### src/rtl/cal_pkg.sv
package cal_pkg;

    localparam int BYTE_W  = 8;
    localparam int FIELD_W = 7;

    typedef logic [FIELD_W-1:0] fld_t;
    typedef logic [BYTE_W-1:0]  byte_t;

    typedef struct packed {
        fld_t sec;
        fld_t min;
        fld_t hour;
        fld_t wday;
        fld_t mday;
        fld_t mon;
        fld_t year;
    } cal_time_t;

    typedef struct packed {
        cal_time_t t;
        logic      set_seen;
    } core_state_t;

    // binary field value -> register byte
    function automatic byte_t enc_fld(fld_t v, logic bin);
        fld_t tens;
        fld_t units;
        tens  = v / FIELD_W'(10);
        units = v % FIELD_W'(10);
        if (bin) return {1'b0, v};
        return {tens[3:0], units[3:0]};
    endfunction

    // register byte -> binary field value
    function automatic fld_t dec_fld(byte_t b, logic bin);
        if (bin) return b[FIELD_W-1:0];
        return FIELD_W'(b[7:4]) * FIELD_W'(10) + FIELD_W'(b[3:0]);
    endfunction

    function automatic byte_t enc_hour(fld_t h, logic bin, logic h24);
        fld_t  h12;
        byte_t r;
        if (h24) return enc_fld(h, bin);
        h12 = h % FIELD_W'(12);
        if (h12 == '0) h12 = FIELD_W'(12);
        r    = enc_fld(h12, bin);
        r[7] = (h >= FIELD_W'(12));
        return r;
    endfunction

    function automatic fld_t dec_hour(byte_t b, logic bin, logic h24);
        fld_t raw;
        raw = dec_fld({1'b0, b[6:0]}, bin);
        if (!h24) begin
            if (raw == FIELD_W'(12)) raw = '0;
            if (b[7]) raw = raw + FIELD_W'(12);
        end
        return raw;
    endfunction

    // year is two-digit within 2000..2099
    function automatic fld_t month_len(fld_t mon, fld_t year);
        case (mon)
            FIELD_W'(2):  return (year[1:0] == 2'b00) ? FIELD_W'(29) : FIELD_W'(28);
            FIELD_W'(4), FIELD_W'(6),
            FIELD_W'(9), FIELD_W'(11): return FIELD_W'(30);
            default:      return FIELD_W'(31);
        endcase
    endfunction

endpackage

### src/rtl/cal_step.sv
module cal_step
    import cal_pkg::*;
(
    input  cal_time_t cur,
    output cal_time_t nxt
);
    localparam fld_t LAST_SEC  = FIELD_W'(59);
    localparam fld_t LAST_HOUR = FIELD_W'(23);
    localparam fld_t LAST_WDAY = FIELD_W'(6);
    localparam fld_t LAST_MON  = FIELD_W'(12);
    localparam fld_t LAST_YEAR = FIELD_W'(99);

    fld_t dim;

    always_comb begin
        nxt = cur;
        dim = month_len(cur.mon, cur.year);
        if (cur.sec < LAST_SEC) begin
            nxt.sec = cur.sec + 1'b1;
        end else begin
            nxt.sec = '0;
            if (cur.min < LAST_SEC) begin
                nxt.min = cur.min + 1'b1;
            end else begin
                nxt.min = '0;
                if (cur.hour < LAST_HOUR) begin
                    nxt.hour = cur.hour + 1'b1;
                end else begin
                    nxt.hour = '0;
                    nxt.wday = (cur.wday < LAST_WDAY) ? cur.wday + 1'b1 : '0;
                    if (cur.mday < dim) begin
                        nxt.mday = cur.mday + 1'b1;
                    end else begin
                        nxt.mday = FIELD_W'(1);
                        if (cur.mon < LAST_MON) begin
                            nxt.mon = cur.mon + 1'b1;
                        end else begin
                            nxt.mon  = FIELD_W'(1);
                            nxt.year = (cur.year < LAST_YEAR) ? cur.year + 1'b1 : '0;
                        end
                    end
                end
            end
        end
    end

endmodule

### src/rtl/cal_load.sv
module cal_load
    import cal_pkg::*;
(
    input  byte_t     sec_b,
    input  byte_t     min_b,
    input  byte_t     hour_b,
    input  byte_t     wday_b,
    input  byte_t     mday_b,
    input  byte_t     mon_b,
    input  byte_t     year_b,
    input  logic      bin,
    input  logic      h24,
    output cal_time_t t
);
    always_comb begin
        t.sec  = dec_fld(sec_b, bin);
        t.min  = dec_fld(min_b, bin);
        t.hour = dec_hour(hour_b, bin, h24);
        t.wday = dec_fld(wday_b, bin);
        t.mday = dec_fld(mday_b, bin);
        t.mon  = dec_fld(mon_b, bin);
        t.year = dec_fld(year_b, bin);
    end

endmodule

### src/rtl/cal_present.sv
module cal_present
    import cal_pkg::*;
#(
    parameter int N_PLAIN = 6
) (
    input  cal_time_t t,
    input  logic      bin,
    input  logic      h24,
    output byte_t     plain_b [N_PLAIN],
    output byte_t     hour_b
);
    fld_t plain_v [N_PLAIN];

    assign plain_v[0] = t.sec;
    assign plain_v[1] = t.min;
    assign plain_v[2] = t.wday;
    assign plain_v[3] = t.mday;
    assign plain_v[4] = t.mon;
    assign plain_v[5] = t.year;

    for (genvar i = 0; i < N_PLAIN; i++) begin : g_plain
        assign plain_b[i] = enc_fld(plain_v[i], bin);
    end

    assign hour_b = enc_hour(t.hour, bin, h24);

endmodule

### src/rtl/cal_clock_core.sv
module cal_clock_core
    import cal_pkg::*;
#(
    parameter int RST_WDAY = 6,
    parameter int RST_MDAY = 1,
    parameter int RST_MON  = 1,
    parameter int RST_YEAR = 0
) (
    input  logic       clk,
    input  logic       rst_n,
    input  logic       tick_i,
    input  logic       bin_mode_i,
    input  logic       h24_mode_i,
    input  logic       set_mode_i,
    input  logic [7:0] ld_sec_i,
    input  logic [7:0] ld_min_i,
    input  logic [7:0] ld_hour_i,
    input  logic [7:0] ld_wday_i,
    input  logic [7:0] ld_mday_i,
    input  logic [7:0] ld_mon_i,
    input  logic [7:0] ld_year_i,
    output logic [7:0] sec_o,
    output logic [7:0] min_o,
    output logic [7:0] hour_o,
    output logic [7:0] wday_o,
    output logic [7:0] mday_o,
    output logic [7:0] mon_o,
    output logic [7:0] year_o
);
    localparam int N_PLAIN = 6;

    localparam cal_time_t RST_TIME = '{
        sec:  '0,
        min:  '0,
        hour: '0,
        wday: FIELD_W'(RST_WDAY),
        mday: FIELD_W'(RST_MDAY),
        mon:  FIELD_W'(RST_MON),
        year: FIELD_W'(RST_YEAR)
    };

    core_state_t state_d;
    core_state_t state_q;
    cal_time_t   stepped;
    cal_time_t   loaded;
    logic        load_ev;
    byte_t       plain_b [N_PLAIN];
    byte_t       hour_b;

    cal_step u_step (
        .cur (state_q.t),
        .nxt (stepped)
    );

    cal_load u_load (
        .sec_b  (ld_sec_i),
        .min_b  (ld_min_i),
        .hour_b (ld_hour_i),
        .wday_b (ld_wday_i),
        .mday_b (ld_mday_i),
        .mon_b  (ld_mon_i),
        .year_b (ld_year_i),
        .bin    (bin_mode_i),
        .h24    (h24_mode_i),
        .t      (loaded)
    );

    cal_present #(.N_PLAIN(N_PLAIN)) u_present (
        .t       (state_q.t),
        .bin     (bin_mode_i),
        .h24     (h24_mode_i),
        .plain_b (plain_b),
        .hour_b  (hour_b)
    );

    assign load_ev = state_q.set_seen & ~set_mode_i;

    always_comb begin
        state_d          = state_q;
        state_d.set_seen = set_mode_i;
        if (load_ev) begin
            state_d.t = loaded;
        end else if (tick_i) begin
            state_d.t = stepped;
        end
    end

    always_ff @(posedge clk) begin
        if (!rst_n) begin
            state_q.t        <= RST_TIME;
            state_q.set_seen <= 1'b0;
        end else begin
            state_q <= state_d;
        end
    end

    assign sec_o  = plain_b[0];
    assign min_o  = plain_b[1];
    assign wday_o = plain_b[2];
    assign mday_o = plain_b[3];
    assign mon_o  = plain_b[4];
    assign year_o = plain_b[5];
    assign hour_o = hour_b;

endmodule

### config.mk
export PLATFORM = sky130hd
export DESIGN_NAME = cal_clock_core
export DESIGN_NICKNAME = d
export VERILOG_FILES = /design/src/rtl/cal_pkg.sv /design/src/rtl/cal_step.sv /design/src/rtl/cal_load.sv /design/src/rtl/cal_present.sv /design/src/rtl/cal_clock_core.sv
export SDC_FILE = /design/constraint.sdc
export NUM_CORES = 1
export LEC_CHECK = 0
export ABC_CLOCK_PERIOD_IN_PS = 3650
export BUFFER_PORTS_ARGS = -buffer_cell sky130_fd_sc_hd__buf_2
export CELL_PAD_IN_SITES_DETAIL_PLACEMENT = 1
export CELL_PAD_IN_SITES_GLOBAL_PLACEMENT = 2
export CORE_UTILIZATION = 35
export DETAILED_ROUTE_END_ITERATION = 16
export PLACE_DENSITY_LB_ADDON = 0.1
export RECOVER_POWER = 100
export SYNTH_ARGS = -nofsm -noshare
export SYNTH_HDL_FRONTEND = slang
export SYNTH_HIERARCHICAL = 1
export SYNTH_SLANG_ARGS = --single-unit
### constraint.sdc
create_clock -name clk -period 3.65 [get_ports clk]
set_input_delay 0.365 -clock clk [delete_from_list [all_inputs] [get_ports clk]]
set_output_delay 0.365 -clock clk [all_outputs]
set_load 0.005 [all_outputs]
Word level (Yosys, flattened, before mapping)
Cells that the tools add are included.
{"block": "classes", "div": 17, "n_reduce_logical": 9, "bitwise": 2, "n_lt_le_gt_ge": 8, "addsub": 15, "n_mul": 7, "n_eq_ne": 11, "mux": 58}
{"cell": "2-to-1 mux 7 bit", "n": 30}
{"cell": "2-to-1 mux 8 bit", "n": 16}
{"cell": "2-to-1 mux 49 bit", "n": 2}
{"cell": "remainder unit 7 x 4 -> 7 bit, second input constant", "n": 9}
{"cell": "divider 7 x 4 -> 7 bit, second input constant", "n": 8}
{"cell": "adder 7 x 1 -> 7 bit, second input constant", "n": 7}
{"cell": "adder 7 x 4 -> 7 bit", "n": 7}
{"cell": "2-to-1 mux 42 bit", "n": 1}
{"cell": "multiplier 4 x 3 -> 6 bit, second input constant", "n": 6}
{"cell": "2-to-1 mux 35 bit", "n": 1}
{"cell": "2-to-1 mux 28 bit", "n": 1}
{"cell": "equality test 7 x 4 -> 1 bit, second input constant", "n": 3}
{"cell": "equality test 7 x 3 -> 1 bit, second input constant", "n": 2}
{"cell": "< comparator 7 x 6 -> 1 bit, second input constant", "n": 2}
{"cell": "2-to-1 mux 14 bit", "n": 1}
{"cell": "case mux 7 bit (2 select lines)", "n": 1}
{"cell": "!= test 2 bit, second input constant", "n": 5}
{"cell": "adder 7 x 4 -> 7 bit, second input constant", "n": 1}
{"cell": "equality test 7 x 2 -> 1 bit, second input constant", "n": 1}
{"cell": "greater-or-equal comparator 7 x 4 -> 1 bit, second input constant", "n": 1}
{"cell": "zero test 7 bit", "n": 1}
{"cell": "< comparator 7 x 3 -> 1 bit, second input constant", "n": 1}
{"cell": "< comparator 7 x 4 -> 1 bit, second input constant", "n": 1}
{"cell": "< comparator 7 x 5 -> 1 bit, second input constant", "n": 1}
{"cell": "other kinds (14)", "n": 18}
{"block": "totals", "reg_bits": 50, "output_inout_bits": 56, "elab_cells": 135, "in_bits": 62}

Longest topological paths before layout
Gate-level depths: netlist of the first run.
{"block": "logic_depth", "ltp_word": 10, "mapped_depth": 15, "mapped_depth_nobuf": 12}

Modules after synthesis
The synthesis of the first run kept the hierarchy.
{"mod": "cal_present", "area_per_inst_um2": 3788.6, "instances": 1, "cells_per_inst": 636, "seq_area_each_um2": 0.0}
{"mod": "cal_clock_core", "area_per_inst_um2": 2422.3, "instances": 1, "cells_per_inst": 227, "seq_area_each_um2": 1001.0}
{"mod": "cal_load", "area_per_inst_um2": 2077.0, "instances": 1, "cells_per_inst": 262, "seq_area_each_um2": 0.0}
{"mod": "cal_step", "area_per_inst_um2": 1248.7, "instances": 1, "cells_per_inst": 197, "seq_area_each_um2": 0.0}

Least setup slack after synthesis of the first run
No wires, ideal clock.
{"block": "synth_path", "kind": "reg-to-output", "from": "register state_q[5] (netlist name)", "to": "output port year_o[4]", "path_slack_ns": 0.433, "required_ns": 3.285, "stages_incl_launch_ff": 14, "arrival_time_ns": 2.852, "n_path_buf": 2, "path_cell_list": "dfxtp_1 nand2b_1 clkbuf_1 o21ai_0 a21oi_1 o211ai_1 inv_1 ha_1 clkbuf_1 nor2_1 o31a_1 o31ai_2 o211ai_1 mux2_2"}
{"block": "synth_via", "elab_chain_len": 2, "word_cells_on_any_way": 3, "cone_classes": "div: 1; mux: 2"}
{"element": "divider 7 x 4 -> 7 bit / 2-to-1 mux 8 bit (equally long branches)", "line": "cal_pkg.sv:28, cal_pkg.sv:30"}
{"element": "2-to-1 mux 8 bit (*)", "line": "cal_pkg.sv:31", "text": "return {tens[3:0], units[3:0]};"}
{"element": "end: declaration", "line": "cal_clock_core.sv:28", "text": "output logic [7:0] year_o"}
Mark *: on every way between the ends. The rest lies on a longest branch, timed or not. The select of a mux whose other input is x is not followed.

Worst setup path in the final report of the first run
{"block": "layout_path", "from": "register state_q[12] (netlist name)", "to": "register state_q[1] (netlist name)"}
{"block": "layout_via", "elab_chain_len": 6, "word_cells_on_any_way": 12, "cone_classes": "order compare: 2; eq/ne: 7; mux: 1; reduce/logical: 2"}
{"element": "equality test 7 x 3 -> 1 bit / equality test 7 x 4 -> 1 bit (equally long branches)", "line": "cal_pkg.sv:63", "text": "case (mon)"}
{"element": "OR reduction 4 bit", "line": "cal_pkg.sv:63"}
{"element": "case mux 7 bit (2 select lines)", "line": "cal_pkg.sv:63"}
{"element": "< comparator 7 bit", "line": "cal_step.sv:31", "text": "if (cur.mday < dim) begin"}
{"element": "!= test 2 bit (no source line)"}
{"element": "AND reduction 6 bit (no source line) (*)"}
Mark *: on every way between the ends. The rest lies on a longest branch, timed or not.
A chain may end at the register's enable or synchronous reset.

==> impl_metrics.tcl, run 1 <==
set metrics [dict create \
    status "complete, no violations" \
    maxSlewHeadroom_pct 13.4 \
    reg2reg_from "state_q[12]" \
    pwr-share-comb_pct 54.3 \
    grt-ovfl-total 0 \
    power_frac_seq_pct 25.9 \
    wl_per_cell_microns 17.8 \
    fp.coreArea_sq_um 26900 \
    ir_drop_mv 0.205 \
    max_freq_mhz 293 \
    gp_congestion 0.831 \
    num_rows 60 \
    synth_seq_area_share_pct 10.5 \
    ys_dominant_reg_cell "dfxtp_1" \
    final_layout_size_suffix_gt1_share_pct 14.2 \
    syn_to_final_growth_pct 9.26 \
    cts_buffer_depth 2 \
    dr_total_vias 10056 \
    synthArstFlopShare_pct 0 \
    finalHoldViolations 0 \
    clockPowerShare_pct 19.7 \
    drt-vias-per-instance 5.82 \
    antenna_found_initial 0 \
    layout_commonest_cell "o21ai_0" \
    ys_types 92 \
    switching_power_mw 1.08 \
    nets 1523 \
    mostFrequentLayoutCells "o21ai_0, nand2_1, nor2_1" \
    finalNonFillerCells 1728 \
    tns_ns 0 \
    synth.largest_area_cell "dfxtp_1" \
    criticalPathCategory "flop to flop" \
    dp_hpwl_mm 23.7 \
    dieArea_sq_um 27900 \
    grt_max_degree 59 \
    whs_ns 0.387 \
    initial_core_util_pct 35.5 \
    crit_path_end_kind "flop" \
    grt_pass1_vias 9676 \
    synth_top_area_share_pct 10.5 \
    cp_data_required_time_ns 3.80 \
    clockRootBuffer "clkbuf_16" \
    synth_edf_count 0 \
    ant_nets 0 \
    synth_area_sq_um 9540 \
    crit_fanout 13 \
    slew_viol_final 0 \
    critPathTopFamily "simple AND/OR/NAND/NOR gates" \
    clk_pin_slew_ns 0.07 \
    path_cells "or3_1, nor2_1, and3_1, ha_1, o211ai_1, a31oi_1, nor2_1, nor3_2, mux2_1, mux2i_1, a211oi_1" \
    diodes 0 \
    timing.critical_path.slowest_stage_cell "dfxtp_1" \
    cp_common_cell "nor2_1" \
    drt_iter0_markers 467 \
    final_area_sq_um 10400 \
    globalRouteTotalUtil_pct 21.7 \
    power_density_nw_per_um2 241 \
    htree_levels 2 \
    wirelength_mm 30.8 \
    reg_top3 "state_q: 50 flops" \
    switching_share_pct 43.1 \
    dp.cells 1720 \
    largest_reg_flops 50 \
    die_x_microns 167 \
    yosys_register_bits 50 \
    rsz0062_at_grt "no" \
    min_period_over_period_pct 93.6 \
    start_kind "flop" \
    cts_tree "built" \
    dr.pass1.iters 5 \
    arrival_ns 3.56 \
    maxCapViolations 0 \
    hold_class "primary input to flop" \
    finalClockSkew_ns 0.00597 \
    cts_sinks 50 \
    critPathBufInv 0 \
    synth_warnings 6 \
    drc 0 \
    setup_viol 0 \
    finalCriticalPeriod_ns 3.42 \
    max_stage_delay_ns 0.64 \
    synthesis.area_per_instance_sq_um 7.21 \
    die_height_microns 167 \
    placed_cell_area_sq_um 10400 \
    clk_latency_ns 0.30 \
    synth_fp_nets 1459 \
    worstMarginPinSlew_ns 1.30 \
    post_cts_buffers 0 \
    grt_first_pass_wirelength_mm 50.8 \
    p_leak_nw 4.24 \
    cts_hold_buf 0 \
    yosys-top-cells-area "dfxtp_1, ha_1, mux2i_1" \
    port_buffers 117 \
    synthCells 1322 \
    io_pins 118 \
    cts-buffers-inserted 5 \
    crit_path_start "state_q[12]" \
    min_from "ld_mon_i[0]" \
    p_int_mw 1.43 \
    top_register "state_q" \
]
==> cells by family after synthesis <==
kind of cell             count (synthesis)  synth area share [%]
AND/OR/NAND/NOR                        442                  25.4
AO/OA/AOI/OAI                          438                  30.8
buffers and inverters                  185                  9.07
multiplexers                            82                  8.82
adder cells (fa/ha/maj)                 75                  10.9
flip-flops                              50                  10.5
XOR/XNOR                                49                  4.50
other                                    1                0.0393
==> synth_stat cells (20+ instances only) <==
cell type / number
mux2i_1: 66
inv_1: 67
dfxtp_1: 50
nor3b_1: 55
a211oi_1: 69
nand2b_1: 28
nor2b_1: 38
clkbuf_1: 63
xor2_1: 25
a31oi_1: 26
nor3_1: 20
o21ai_0: 109
nor2_1: 93
a21oi_1: 75
nand2_1: 96
ha_1: 62
xnor2_1: 24
nand3_1: 31
==> through the flow <==
stage / setup WS (ns) / total power, mW / utilization, %
final: 0.233 / 2.52 / 38.8
after global routing: 0.00325 / 2.72 / 38.8
after CTS: 0.0565 / 2.55 / 39.1
after detailed placement: 0.387 / 2.04 / 38.5
after global placement: 0.484 / 2.02 / 38.5
after floorplan: 0.433 / 1.65 / -
==> what timing repair did <==
item,CTS,global route
endpoints found under the setup margin,0,13
endpoints found under the hold margin,0,0
resized for setup,0,20
==> power groups by stage <==
stage	Clock [mW]	Sequential, mW	Combinational (mW)
after global placement	0	0.659	1.36
final	0.496	0.652	1.37
after detailed placement	0	0.661	1.38
after global routing	0.526	0.661	1.53
after floorplan	0	0.646	1.00
after CTS	0.511	0.649	1.39
==> routing by layer <==
metal	vias up	share of wire, %	global-route usage (%)
met5	-	0	0
met4	0	0.65	3.62
met2	193	40	32.0
met3	10	3.5	1.83
li1	4999	-	-
met1	4854	56	34.1
==> cell type report <==
| type | instances | area (sq um) |
|---|---|---|
| flip-flops and latches | 50 | 1020 |
| inverters | 71 | 267 |
| clock buffers | 6 | 139 |
| well taps | 341 | 427 |
| fillers | 3465 | 16500 |
| multi-input cells | 1087 | 7640 |
| clock inverters | 2 | 12.5 |
| repair buffers | 171 | 917 |
==> final timing paths <==
check / slack (ns) / endpoint / cells past startpoint
worst min-delay path: 0.39 / state_q[8] / 3
worst min register to register: 0.64 / state_q[34] / 2
worst max register to register: 0.23 / state_q[1] / 11
worst max-delay path: 0.23 / state_q[1] / 11
==> worst reg2reg max path, stage by stage (launching register included) <==
cell and delay (ns):
dfxtp_1 0.64, or3_1 0.24, nor2_1 0.07, and3_1 0.22, ha_1 0.29, o211ai_1 0.10
a31oi_1 0.37, nor2_1 0.25, nor3_2 0.45, mux2_1 0.37, mux2i_1 0.17, a211oi_1 0.09
Power figures use the tool's default switching activity.
==> run 2, diff against run 1 <==
--- a/config.mk
+++ b/config.mk
@@ -6,11 +6,11 @@
 export NUM_CORES = 1
 export LEC_CHECK = 0
 export ABC_CLOCK_PERIOD_IN_PS = 3650
-export BUFFER_PORTS_ARGS = -buffer_cell sky130_fd_sc_hd__buf_2
 export CELL_PAD_IN_SITES_DETAIL_PLACEMENT = 1
 export CELL_PAD_IN_SITES_GLOBAL_PLACEMENT = 2
-export CORE_UTILIZATION = 35
+export CORE_UTILIZATION = 38
 export DETAILED_ROUTE_END_ITERATION = 16
+export DONT_BUFFER_PORTS = 1
 export PLACE_DENSITY_LB_ADDON = 0.1
 export RECOVER_POWER = 100
 export SYNTH_ARGS = -nofsm -noshare
==> run 2 against run 1 <==
Count of clock-buffer cells in the layout fell by 1. Core utilization rose by 1.3 points. Non-clock buffer count fell by 130. Routed wire length fell by 2.7%. Worst setup slack got worse by 0.039 ns. Combinational power fell by 12%. Power fell by 4.1%. Fmax fell by 1.1%. Via count fell by 5.3%. Sequential share of layout area rose by 0.57 points. Final cell count fell by 8.4%.
==> impl_metrics.tcl, run 2 (synthesized netlist as in run 1, its figures left out) <==
set metrics [dict create \
    fp.coreArea_sq_um 24500 \
    ff2ff_setup_slack_ns 0.27 \
    max_freq_mhz 289 \
    cts_buffer_depth 2 \
    setup_slack_ns 0.193 \
    crit_path_start "state_q[33]" \
    final_area_sq_um 9810 \
    finalClockSkew_ns 0.00624 \
    endpoint "hour_o[1]" \
    maxCapViolations 0 \
    nets 1393 \
    highest_layer "met4" \
    dieArea_sq_um 25700 \
    cts-buffers-inserted 5 \
    grt_pass1_vias 9329 \
    ir_drop_mv 0.218 \
    p_leak_nw 3.78 \
    clockRootBuffer "clkbuf_16" \
    min_period_over_period_pct 94.7 \
    mostFrequentLayoutCells "o21ai_0, nand2_1, nor2_1" \
    wl_per_cell_microns 19.0 \
    dr_total_vias 9524 \
    path_cells "or3b_4, a221oi_1, a211o_1, nor3_1, inv_1, ha_1, inv_1, a2111o_1, o31ai_1, a2bb2oi_1, xnor2_1" \
    syn_to_final_growth_pct 2.85 \
    reg2reg_from "state_q[38]" \
    finalCriticalPeriod_ns 3.46 \
    largest_reg_flops 50 \
    maxSlewHeadroom_pct 26.7 \
    crit_path_end_kind "output port" \
    die_height_microns 160 \
    hold_class "primary input to flop" \
    arrival_ns 3.09 \
    clk_pin_slew_ns 0.07 \
    total_power_mw 2.41 \
    wirelength_mm 30.0 \
    r2r-end "state_q[2]" \
    crit_fanout 14 \
    initial_core_util_pct 39.0 \
    layout_commonest_cell "o21ai_0" \
    finalHoldViolations 0 \
    cp_common_cell "inv_1" \
    clk_latency_ns 0.30 \
    htree_levels 2 \
    worst-r2r-cell-count 8 \
    start_kind "flop" \
    setup_viol 0 \
    io_pins 118 \
    num_rows 57 \
    place_ws_ns 0.388 \
    wl_met3_mm 1.46 \
    placed_cell_area_sq_um 9650 \
    die_x_microns 160 \
    dr.pass1.iters 5 \
    max_stage_delay_ns 0.45 \
    reg_top3 "state_q: 50 flops" \
    cts_sinks 50 \
    criticalPathCategory "flop to output port" \
    globalRouteTotalUtil_pct 23.0 \
    final_layout_size_suffix_gt1_share_pct 7.56 \
    status "complete, no violations" \
    slew_viol_final 0 \
    ant_nets 0 \
    drc 0 \
    drt_iter0_markers 550 \
    cp_data_required_time_ns 3.28 \
    grt_first_pass_wirelength_mm 49.4 \
    timing.critical_path.slowest_stage_cell "dfxtp_1" \
    top_register "state_q" \
    cts_tree "built" \
    drt-vias-per-instance 6.02 \
    post-route-util_pct 40.1 \
    grt-ovfl-total 0 \
    wl_met1_mm 16.3 \
    tns_ns 0 \
    antenna_found_initial 0 \
    port_buffers 0 \
    power_density_nw_per_um2 246 \
    gp_congestion 0.840 \
    met2_length_mm 12.0 \
    dp_hpwl_mm 22.5 \
    grt_max_degree 141 \
    worstMarginPinSlew_ns 1.10 \
]
run 2: changes by cell type in the layout (fill, tap and decap cells not counted), sizes merged:
| cell | previous run | this run |
|---|---|---|
| clkinvlp | 1 | 2 |
| clkbuf | 52 | 13 |
| diode | 0 | 1 |
| clkinv | 1 | 0 |
| buf | 125 | 33 |
| bufinv | 0 | 1 |
run 2: stage by stage:
| stage | hold slack [ns] | cells |
|---|---|---|
| after global placement | 0.479 | 1573 |
| final | 0.166 | 1582 |
| after CTS | 0.164 | 1581 |
| after floorplan | 0.551 | 1322 |
| after global routing | 0.157 | 1581 |
| after detailed placement | 0.483 | 1573 |
run 2: how the worst min path moves through the flow:
stage / from / end / depth (start not counted)
finish: rst_n / state_q[24] / 1
global route: rst_n / state_q[15] / 1
CTS: rst_n / state_q[24] / 1
detailed placement: rst_n / state_q[8] / 1
global placement: rst_n / state_q[24] / 1
floorplan: state_q[14] / state_q[14] / 2
run 2: power breakdown:
group	switching, mW	internal [mW]
Clock	0.228	0.324
Combinational	0.688	0.514
Sequential	0.0780	0.581
Total	0.994	1.42
run 2: worst max-delay path, delay by kind of cell (launching register included):
family                   cells  cell delay (ns)
AO/OA/AOI/OAI                5             1.35
adder cells (fa/ha/maj)      1             0.21
AND/OR/NAND/NOR              2             0.51
XOR/XNOR                     1             0.16
buffers and inverters        2             0.12
flip-flops                   1             0.45
run 2: what timing repair did:
item	CTS	global route
buffers inserted	0	0
hold buffers	0	0
setup endpoints to repair	0	9
gates resized for setup	0	14
hold endpoints to repair	0	0
run 2: per-layer routing:
metal	vias to the layer above	track usage, %
met2	178	33.1
met1	4590	36.1
met4	0	3.55
li1	4743	-
met5	-	0
met3	13	2.92
run 2: area by class of cell:
type | instances | area, sq um
Multi-Input combinational cell | 1087 | 7670
Inverter | 71 | 267
Clock inverter | 3 | 45.0
Sequential cell | 50 | 1010
Timing Repair Buffer | 41 | 278
Fill cell | 3096 | 14700
Clock buffer | 5 | 125
Tap cell | 324 | 405
Antenna cell | 1 | 2.50
==> run 3, diff against run 2 <==
--- a/config.mk
+++ b/config.mk
@@ -5,13 +5,13 @@
 export SDC_FILE = /design/constraint.sdc
 export NUM_CORES = 1
 export LEC_CHECK = 0
-export ABC_CLOCK_PERIOD_IN_PS = 3650
+export ABC_CLOCK_PERIOD_IN_PS = 4010
 export CELL_PAD_IN_SITES_DETAIL_PLACEMENT = 1
 export CELL_PAD_IN_SITES_GLOBAL_PLACEMENT = 2
-export CORE_UTILIZATION = 38
+export CORE_UTILIZATION = 40
 export DETAILED_ROUTE_END_ITERATION = 16
 export DONT_BUFFER_PORTS = 1
-export PLACE_DENSITY_LB_ADDON = 0.1
+export PLACE_DENSITY = 0.95
 export RECOVER_POWER = 100
 export SYNTH_ARGS = -nofsm -noshare
 export SYNTH_HDL_FRONTEND = slang
==> constraint.sdc (replaced) <==
create_clock -name clk -period 4.01 [get_ports clk]
set_input_delay 0.401 -clock clk [delete_from_list [all_inputs] [get_ports clk]]
set_output_delay 0.401 -clock clk [all_outputs]
set_load 0.005 [all_outputs]
==> run 3 against run 2 <==
The run now ends with capacitance limit, slew limit left. Largest power group unchanged. Clock skew decreased by 0.0014 ns. Combinational power decreased by 10%. Power decreased by 12%. First-iteration DRC count is 3.5% lower. Clock power down 20%. Non-clock buffer count fell by 14. Register-to-register slack gained 0.36 ns. Die area is 4.9% lower. Core utilization is 1.2 points higher.
==> impl_metrics.tcl, run 3 (synthesized netlist as in run 1, its figures left out) <==
set metrics [dict create \
    status "finished, violations left" \
    dp.cells 1554 \
    power_density_nw_per_um2 221 \
    criticalPathCategory "flop to output port" \
    final_layout_size_suffix_gt1_share_pct 6.03 \
    syn_to_final_growth_pct 1.38 \
    start_kind "flop" \
    clockRootBuffer "clkbuf_16" \
    critPathTopFamily "compound AO/OA/AOI/OAI gates" \
    timing.critical_path.slowest_stage_cell "dfxtp_1" \
    ir_drop_mv 0.133 \
    antenna_found_initial 0 \
    reg_top3 "state_q: 50 flops" \
    finalHoldViolations 0 \
    setup_viol 0 \
    finalClockSkew_ns 0.00479 \
    post-route-util_pct 41.3 \
    p_leak_nw 3.71 \
    dp_hpwl_mm 21.8 \
    htree_levels 2 \
    top_register "state_q" \
    grt_first_pass_wirelength_mm 47.7 \
    max_stage_delay_ns 0.47 \
    layout_commonest_cell "o21ai_0" \
    initial_core_util_pct 40.8 \
    path_cells "nand2b_1, o21ai_0, a21oi_1, o211ai_1, inv_1, ha_1, a21oi_1, o31a_1, o31ai_2, o211ai_1, mux2_1" \
    wl_per_cell_microns 19.0 \
    worstMarginPinSlew_ns 2.08 \
    violations "capacitance limit, slew limit" \
    min_period_over_period_pct 95.7 \
    final_area_sq_um 9670 \
    grt-ovfl-total 0 \
    finalNonFillerCells 1562 \
    post_cts_buffers 0 \
    crit_path_end_kind "output port" \
    critPathBufInv 1 \
    placed_cell_area_sq_um 9540 \
    whs_ns 0.211 \
    clk_latency_ns 0.29 \
    diodes 0 \
    die_x_microns 156 \
    cts_buffer_depth 2 \
    hold_class "primary input to flop" \
    rsz0062_at_grt "no" \
    cts_tree "built" \
    drt-vias-per-instance 6.18 \
    maxSlewHeadroom_pct -38.9 \
    finalCriticalPeriod_ns 3.84 \
    layout.filler_cells 2978 \
    gp_congestion 0.895 \
    dieArea_sq_um 24500 \
    grt_pass1_vias 9324 \
    port_buffers 0 \
    io_pins 118 \
    dr.pass1.iters 4 \
    mostFrequentLayoutCells "o21ai_0, nand2_1, nor2_1" \
    grt_max_degree 141 \
    cts-buffers-inserted 5 \
    dr_total_vias 9657 \
    multi_input_area_sq_um 7670 \
    tns_ns 0 \
    cts_hold_buf 0 \
    max_freq_mhz 261 \
    drc 0 \
    globalRouteTotalUtil_pct 23.7 \
    slew_viol_final 50 \
    nets 1379 \
    cts_sinks 50 \
    wirelength_mm 29.7 \
    crit_fanout 11 \
    largest_reg_flops 50 \
    arrival_ns 3.44 \
    maxCapViolations 1 \
    clk_pin_slew_ns 0.07 \
    num_rows 56 \
    drt_iter0_markers 531 \
    die_height_microns 156 \
    fp.coreArea_sq_um 23400 \
    cp_data_required_time_ns 3.61 \
    ant_nets 0 \
    regArea_sq_um 1000 \
]
## run 3: cell count changes in the layout (fill, tap and decap cells not counted), moves of 2 or more
cell,previous run,this run
buf_4,33,22
clkbuf_1,8,6
and2_0,2,0
mux2_2,14,12
clkinvlp_4,2,0
dfxtp_2,9,3
mux2_1,2,4
dfxtp_1,41,47
and2_1,9,11
## run 3: final timing paths
kind	endpoint	slack [ns]	cells after the start	startpoint
setup / recovery	year_o[4]	0.17	11	state_q[7]
setup reg to reg	state_q[7]	0.63	3	state_q[0]
hold / removal	state_q[23]	0.21	1	rst_n
hold reg to reg	state_q[35]	0.64	2	state_q[35]
## run 3: what timing repair did
item	CTS	global route
endpoints found under the hold margin	0	0
gates resized for setup	0	4
setup endpoints to repair	0	5
## run 3: where the power goes
group          leakage [nW]  switching [mW]  internal, mW  total (mW)
Sequential            0.411          0.0829         0.529       0.611
Clock                0.0739           0.191         0.248       0.439
Combinational          3.23           0.624         0.459        1.08
## run 3: cell type report
| type | instances | area share [%] |
|---|---|---|
| multi-input combinational | 1087 | 79.3 |
| sequential | 50 | 10.4 |
| tap | 319 | 4.13 |
| inverter | 71 | 2.76 |
| timing repair buffer | 27 | 1.90 |
| clock buffer | 7 | 1.48 |
| clock inverter | 1 | 0.0518 |
## run 3: per-layer routing
layer | wire length (microns) | global-route usage [%] | vias to the layer above
met4 | 422 | 5.00 | 0
met3 | 1720 | 3.74 | 22
met2 | 12300 | 36.3 | 228
met1 | 15300 | 34.4 | 4706
met5 | 0 | 0 | -
li1 | - | - | 4701
## run 3: worst register-to-register path: cells and delay by family, from the launching register on
| family | cells | cell delay (ns) |
|---|---|---|
| and+or+nand+nor | 1 | 1.31 |
| DFF | 1 | 0.66 |
| buffers and inverters | 1 | 0.65 |
| AOI/OAI and AO/OA | 1 | 0.64 |
## run 3: metrics by stage
step | setup slack, ns | total power, mW
finish | 0.172 | 2.13
global route | 0.0426 | 2.29
CTS | 0.0344 | 2.13
detailed placement | 0.359 | 1.69
global placement | 0.573 | 1.64
floorplan | 0.757 | 1.50
